==> src/rtl/gauss_sum_pkg.sv <==
package gauss_sum_pkg;

  localparam int unsigned DEF_LANES = 12;
  localparam int unsigned DEF_LANE_W = 32;
  localparam logic [31:0] DEF_TAPS = 32'h8040_0002;
  localparam logic [31:0] DEF_SEED = 32'h0000_0001;

  // number of nodes at reduction level lvl for n leaves (ceil(n / 2^lvl))
  function automatic int unsigned level_count(input int unsigned n, input int unsigned lvl);
    level_count = (n + (1 << lvl) - 1) >> lvl;
  endfunction

endpackage

==> src/rtl/gauss_lfsr_lane.sv <==
module gauss_lfsr_lane #(
  parameter int unsigned W = 32,
  parameter logic [W-1:0] TAPS = 32'h8040_0002,
  parameter logic [W-1:0] DEF_SEED = 32'h0000_0001
) (
  input  logic         clk,
  input  logic         rst,
  input  logic         load,
  input  logic         step,
  input  logic [W-1:0] seed,
  output logic [W-1:0] state_o
);

  function automatic logic [W-1:0] lfsr_next(input logic [W-1:0] s);
    lfsr_next = (s >> 1) ^ (s[0] ? TAPS : '0);
  endfunction

  function automatic logic [W-1:0] seed_fix(input logic [W-1:0] s);
    seed_fix = (s == '0) ? DEF_SEED : s;
  endfunction

  logic [W-1:0] state_q;
  logic         zero_seed_seen;

  assign zero_seed_seen = load && (seed == '0);

  always_ff @(posedge clk) begin
    if (rst)       state_q <= DEF_SEED;
    else if (load) state_q <= seed_fix(seed);
    else if (step) state_q <= lfsr_next(state_q);
  end

  assign state_o = state_q;


  load_takes_seed_chk: assert property (@(posedge clk) disable iff (rst)
    load |=> state_q == seed_fix($past(seed)));


  idle_holds_chk: assert property (@(posedge clk) disable iff (rst)
    (!load && !step) |=> $stable(state_q));


  no_zero_state_chk: assert property (@(posedge clk) disable iff (rst)
    state_q != '0);


  zero_seed_subst_chk: assert property (@(posedge clk) disable iff (rst)
    zero_seed_seen |=> state_q == DEF_SEED);

endmodule

==> src/rtl/gauss_sum_tree.sv <==
module gauss_sum_tree
  import gauss_sum_pkg::*;
#(
  parameter int unsigned N = 12,
  parameter int unsigned IN_W = 32,
  parameter int unsigned OUT_W = 36
) (
  input  logic              clk,
  input  logic              rst,
  input  logic [N*IN_W-1:0] in_flat,
  input  logic              v_in,
  output logic [OUT_W-1:0]  sum_o,
  output logic              v_o
);

  localparam int unsigned LEVELS = $clog2(N);
  localparam logic [OUT_W-1:0] LEAF_MAX = OUT_W'({IN_W{1'b1}});
  localparam logic [OUT_W-1:0] MAX_SUM = OUT_W'(N) * LEAF_MAX;

  for (genvar l = 0; l <= LEVELS; l++) begin : lv
    localparam int unsigned CNT = level_count(N, l);
    logic [OUT_W-1:0] node [CNT];
    if (l == 0) begin : g_leaf
      for (genvar j = 0; j < CNT; j++) begin : g_j
        assign node[j] = OUT_W'(in_flat[j*IN_W +: IN_W]);
      end
    end else begin : g_add
      localparam int unsigned PREV = level_count(N, l - 1);
      for (genvar j = 0; j < CNT; j++) begin : g_j
        if (2*j + 1 < PREV) begin : g_pair
          always_ff @(posedge clk) begin
            if (rst) node[j] <= '0;
            else     node[j] <= lv[l-1].node[2*j] + lv[l-1].node[2*j+1];
          end
        end else begin : g_pass
          always_ff @(posedge clk) begin
            if (rst) node[j] <= '0;
            else     node[j] <= lv[l-1].node[2*j];
          end
        end
      end
    end
  end

  logic [LEVELS-1:0] vpipe;
  always_ff @(posedge clk) begin
    if (rst) vpipe <= '0;
    else     vpipe <= {vpipe[LEVELS-2:0], v_in};
  end

  assign sum_o = lv[LEVELS].node[0];
  assign v_o   = vpipe[LEVELS-1];

  // warm-up counter so the valid check never looks before reset
  logic [$clog2(LEVELS+1):0] warm_q;
  always_ff @(posedge clk) begin
    if (rst) warm_q <= '0;
    else if (warm_q < ($clog2(LEVELS+1)+1)'(LEVELS)) warm_q <= warm_q + 1'b1;
  end


  valid_align_chk: assert property (@(posedge clk) disable iff (rst)
    (warm_q == ($clog2(LEVELS+1)+1)'(LEVELS)) |-> (v_o == $past(v_in, LEVELS)));


  no_overflow_chk: assert property (@(posedge clk) disable iff (rst)
    v_o |-> (sum_o <= MAX_SUM));

endmodule

==> src/rtl/gauss_lfsr_sum.sv <==
module gauss_lfsr_sum
  import gauss_sum_pkg::*;
#(
  parameter int unsigned NUM_SRC = DEF_LANES,
  parameter int unsigned LANE_W = DEF_LANE_W,
  parameter logic [LANE_W-1:0] TAPS = DEF_TAPS,
  parameter logic [LANE_W-1:0] DEF_SEED_VAL = DEF_SEED,
  parameter bit CENTRE_EN = 1'b1,
  localparam int unsigned SUM_W = LANE_W + $clog2(NUM_SRC)
) (
  input  logic                      clk,
  input  logic                      rst,
  input  logic                      seed_load,
  input  logic [NUM_SRC*LANE_W-1:0] seeds_in,
  input  logic                      enable,
  output logic [SUM_W-1:0]          sample_sum,
  output logic [SUM_W-1:0]          sample_centred,
  output logic                      sample_valid
);

  localparam logic [SUM_W-1:0] OFFSET = SUM_W'(NUM_SRC / 2) << LANE_W;

  logic                      step_fire;
  logic                      step_q;
  logic [NUM_SRC*LANE_W-1:0] lane_bus;

  assign step_fire = enable && !seed_load;

  always_ff @(posedge clk) begin
    if (rst) step_q <= 1'b0;
    else     step_q <= step_fire;
  end

  for (genvar i = 0; i < NUM_SRC; i++) begin : g_lane
    gauss_lfsr_lane #(
      .W(LANE_W), .TAPS(TAPS), .DEF_SEED(DEF_SEED_VAL)
    ) u_lane (
      .clk    (clk),
      .rst    (rst),
      .load   (seed_load),
      .step   (step_fire),
      .seed   (seeds_in[i*LANE_W +: LANE_W]),
      .state_o(lane_bus[i*LANE_W +: LANE_W])
    );
  end

  gauss_sum_tree #(
    .N(NUM_SRC), .IN_W(LANE_W), .OUT_W(SUM_W)
  ) u_tree (
    .clk    (clk),
    .rst    (rst),
    .in_flat(lane_bus),
    .v_in   (step_q),
    .sum_o  (sample_sum),
    .v_o    (sample_valid)
  );

  if (CENTRE_EN) begin : g_centre
    assign sample_centred = sample_sum - OFFSET;
  end else begin : g_nocentre
    assign sample_centred = '0;
  end


  reset_quiet_chk: assert property (@(posedge clk)
    $past(rst) |-> (!sample_valid && sample_sum == '0));

endmodule

==> config.mk <==
export PLATFORM = sky130hd
export DESIGN_NAME = gauss_lfsr_sum
export DESIGN_NICKNAME = d
export VERILOG_FILES = /design/src/rtl/gauss_sum_pkg.sv /design/src/rtl/gauss_lfsr_lane.sv /design/src/rtl/gauss_sum_tree.sv /design/src/rtl/gauss_lfsr_sum.sv
export SDC_FILE = /design/constraint.sdc
export NUM_CORES = 2
export LEC_CHECK = 0
export ABC_CLOCK_PERIOD_IN_PS = 4200
export BUFFER_PORTS_ARGS = -buffer_cell sky130_fd_sc_hd__buf_2
export CAP_MARGIN = 10
export CORE_MARGIN = 4
export CORE_UTILIZATION = 35
export DETAILED_ROUTE_END_ITERATION = 12
export SLEW_MARGIN = 20
export SYNTH_ARGS = -nofsm -noshare
export SYNTH_HDL_FRONTEND = slang
export SYNTH_SLANG_ARGS = --single-unit
==> constraint.sdc <==
create_clock -name clk -period 4.2 [get_ports clk]
set_clock_uncertainty 0.2 [all_clocks]
set_input_delay 0.21 -clock clk [delete_from_list [all_inputs] [get_ports clk]]
set_output_delay 0.21 -clock clk [all_outputs]
set_load 0.05 [all_outputs]
==> flow_summary.json <==
{
  "status": "completed",
  "antenna_found_initial": 12,
  "synth_top_area_share": 0.342,
  "core_area_um2": 132000,
  "crit_slowest_cell": "a2111oi_0",
  "pre_cts_slack_ns": 0.686,
  "setup_viol_count_final": 0,
  "gp_congestion": 0.894,
  "crit_arrival_ns": 3.95,
  "power_w": 0.0227,
  "ctsHoldBuffers": 512,
  "netlist_top_cells_area": "dfxtp_1 (34%), nor2_1 (9.9%), ha_1 (9.7%)",
  "fin_nets": 7190,
  "worstPathCellList": "ha_1, fa_1, a21o_1, a21o_1, a2111oi_0, o31ai_1, a41oi_1, o21bai_1, a21oi_1, o21ai_1, mux2_1",
  "antenna_left": 0,
  "wl_per_cell_um": 19.5,
  "cts_root_buf": "clkbuf_16",
  "cts_resized": 0,
  "worstPathRequired_ns": 4.59,
  "critPathMaxStageDelay_ns": 0.49,
  "use_met1": 0.298,
  "tightest_slew_ns": 1.04,
  "synth_cell_types": 93,
  "cts_max_level": 3,
  "setup-tns-final_ns": 0,
  "drc": 0,
  "grt_use_met2": 0.353,
  "max_slew_margin": 0.308,
  "yosysMostFrequentCell": "nor2_1",
  "p_per_area_nw_per_um2": 386,
  "maxCapViolations": 0,
  "num_rows": 133,
  "cp_max_fo": 5,
  "io_buffers": 460,
  "vias": 44600,
  "die_w_um": 372,
  "die_area_um2": 138000,
  "clock_sinks": 794,
  "ys.flop_type": "dfxtp_1",
  "insertion_delay_ns": 0.70,
  "fin_crit_ns": 3.57,
  "grt_pass1_vias": 43000,
  "grt_usage": 0.224,
  "holdWs_ns": 0.102,
  "syn_avg_cell_area_um2": 8.23,
  "synth-seq-area-share": 0.342,
  "fmax_mhz": 280,
  "startpoint_type": "register",
  "syn_inst": 5641,
  "grt_first_pass_wirelength_um": 246000,
  "globalRouteOverflowTotal": 0,
  "hpwl_um": 116000,
  "synth-async-reset-ratio": 0,
  "vdd_drop_max_v": 0.000359,
  "yosys.area.top_type": "dfxtp_1",
  "start_util": 0.353,
  "period_share": 0.849,
  "rsz0062_at_grt": "no",
  "cp_common_cell": "a21o_1",
  "syn_nets": 6400,
  "synth-warning-count": 0,
  "cts_tree": "built",
  "drt-initial-drc-count": 3468,
  "syn_to_final_growth_pct": 26.5,
  "grt_busiest_layer": "met2",
  "hold_path_class": "in -> reg",
  "crit_type": "reg -> reg",
  "cellLeakagePower_nw": 26.9,
  "drv_slew": 0,
  "syn-cell-area_um2": 46400,
  "synth_seq_cells": 794,
  "vias_per_cell": 5.39,
  "crit_path_end_kind": "register",
  "cts.path.max_buffers": 3,
  "routed_wl_um": 161000,
  "io_pins": 461,
  "hold_viol": 0,
  "cts_buffers": 94,
  "clk_pin_slew_ns": 0.06,
  "dieHeight_um": 372,
  "grt_util_met3": 0.0453,
  "dr.pass1.iters": 6,
  "post-cts-setup-buffers": 0,
  "layout-drive-gt1-share": 0.110,
  "setup_slack_ns": 0.634,
  "synth_edf_count": 0,
  "grt_max_degree": 174,
  "yosys-top-cells-count": "nor2_1 (1218), dfxtp_1 (794), a21oi_1 (644)"
}
-- registers in the layout (all words and copies together), names as in the netlist --
| signal | flops |
|---|---|
| u_tree.lv.node | 405 |
| step_q | 1 |
| u_tree.vpipe | 4 |
| g_lane.u_lane.state_o | 384 |
-- through the flow --
stage | utilization | area (um^2) | instances
6_report | 0.446 | 58700 | 8273
5_1_grt | 0.446 | 58700 | 8268
4_1_cts | 0.446 | 58700 | 8263
3_5_place_dp | 0.380 | 50100 | 7578
3_3_place_gp | 0.380 | 50100 | 7578
2_1_floorplan | - | 46400 | 5641
-- cell usage in the layout (no fill, tap or decap), drive strengths merged, types with 171 or more instances in the layout --
master       instances
dfxtp              794
mux2i              350
buf                495
a21oi              644
xnor2              171
dlygate4sd3        512
nand2              180
a21o               229
o21ai              187
ha                 360
nor2              1218
-- kinds of logic (layout without fill, tap and decap cells) --
group | Yosys count | in the layout | synth area share
compound gates | 1466 | 1466 | 0.199
other cells | 0 | 10 | 0
flops | 794 | 794 | 0.342
buf+inv | 386 | 1253 | 0.0339
simple gates | 1961 | 1961 | 0.187
mux | 371 | 371 | 0.0806
xor+xnor | 292 | 292 | 0.0551
fa+ha+maj | 371 | 371 | 0.102
-- layout make-up --
class                           count  area [um^2]
Inverter                           73          274
Fill cell                       12700        72900
Timing Repair Buffer             1007         7900
Clock inverter                     59          872
Clock buffer                      114         2600
Sequential cell                   794        15900
Antenna cell                       10         25.0
Tap cell                         1755         2200
Multi-Input combinational cell   4461        28900
-- critical path, delay by kind of cell, from the launching register on --
kind | cells | cell delay (ns)
fa+ha+maj | 2 | 0.75
compound gates | 8 | 1.81
mux | 1 | 0.31
flops | 1 | 0.36
-- power by group --
| part | switching (W) | total (W) | internal (W) | leakage, nW |
|---|---|---|---|---|
| clock network | 0.00358 | 0.00914 | 0.00556 | 1.70 |
| registers | 0.000490 | 0.00866 | 0.00817 | 6.54 |
| logic | 0.00289 | 0.00487 | 0.00198 | 18.7 |
| total | 0.00696 | 0.0227 | 0.0157 | 26.9 |
-- path summary, 6_finish.rpt --
kind / depth (start not counted) / slack (ns) / start / end
hold reg to reg: 1 / 0.23 / u_tree.vpipe[1] / u_tree.vpipe[2]
setup reg to reg: 11 / 0.63 / g_lane[2].u_lane.state_o[0] / u_tree.lv[1].node[0][57]
setup / recovery: 11 / 0.63 / g_lane[2].u_lane.state_o[0] / u_tree.lv[1].node[0][57]
hold / removal: 5 / 0.10 / enable / g_lane[5].u_lane.state_o[1]
-- layer usage --
metal	wire, um	vias up
met4	7270	4
met1	71600	20800
met3	10900	465
met5	23	-
li1	-	21700
met2	71200	1643
Note: power is estimated with default switching activity, not from simulation.
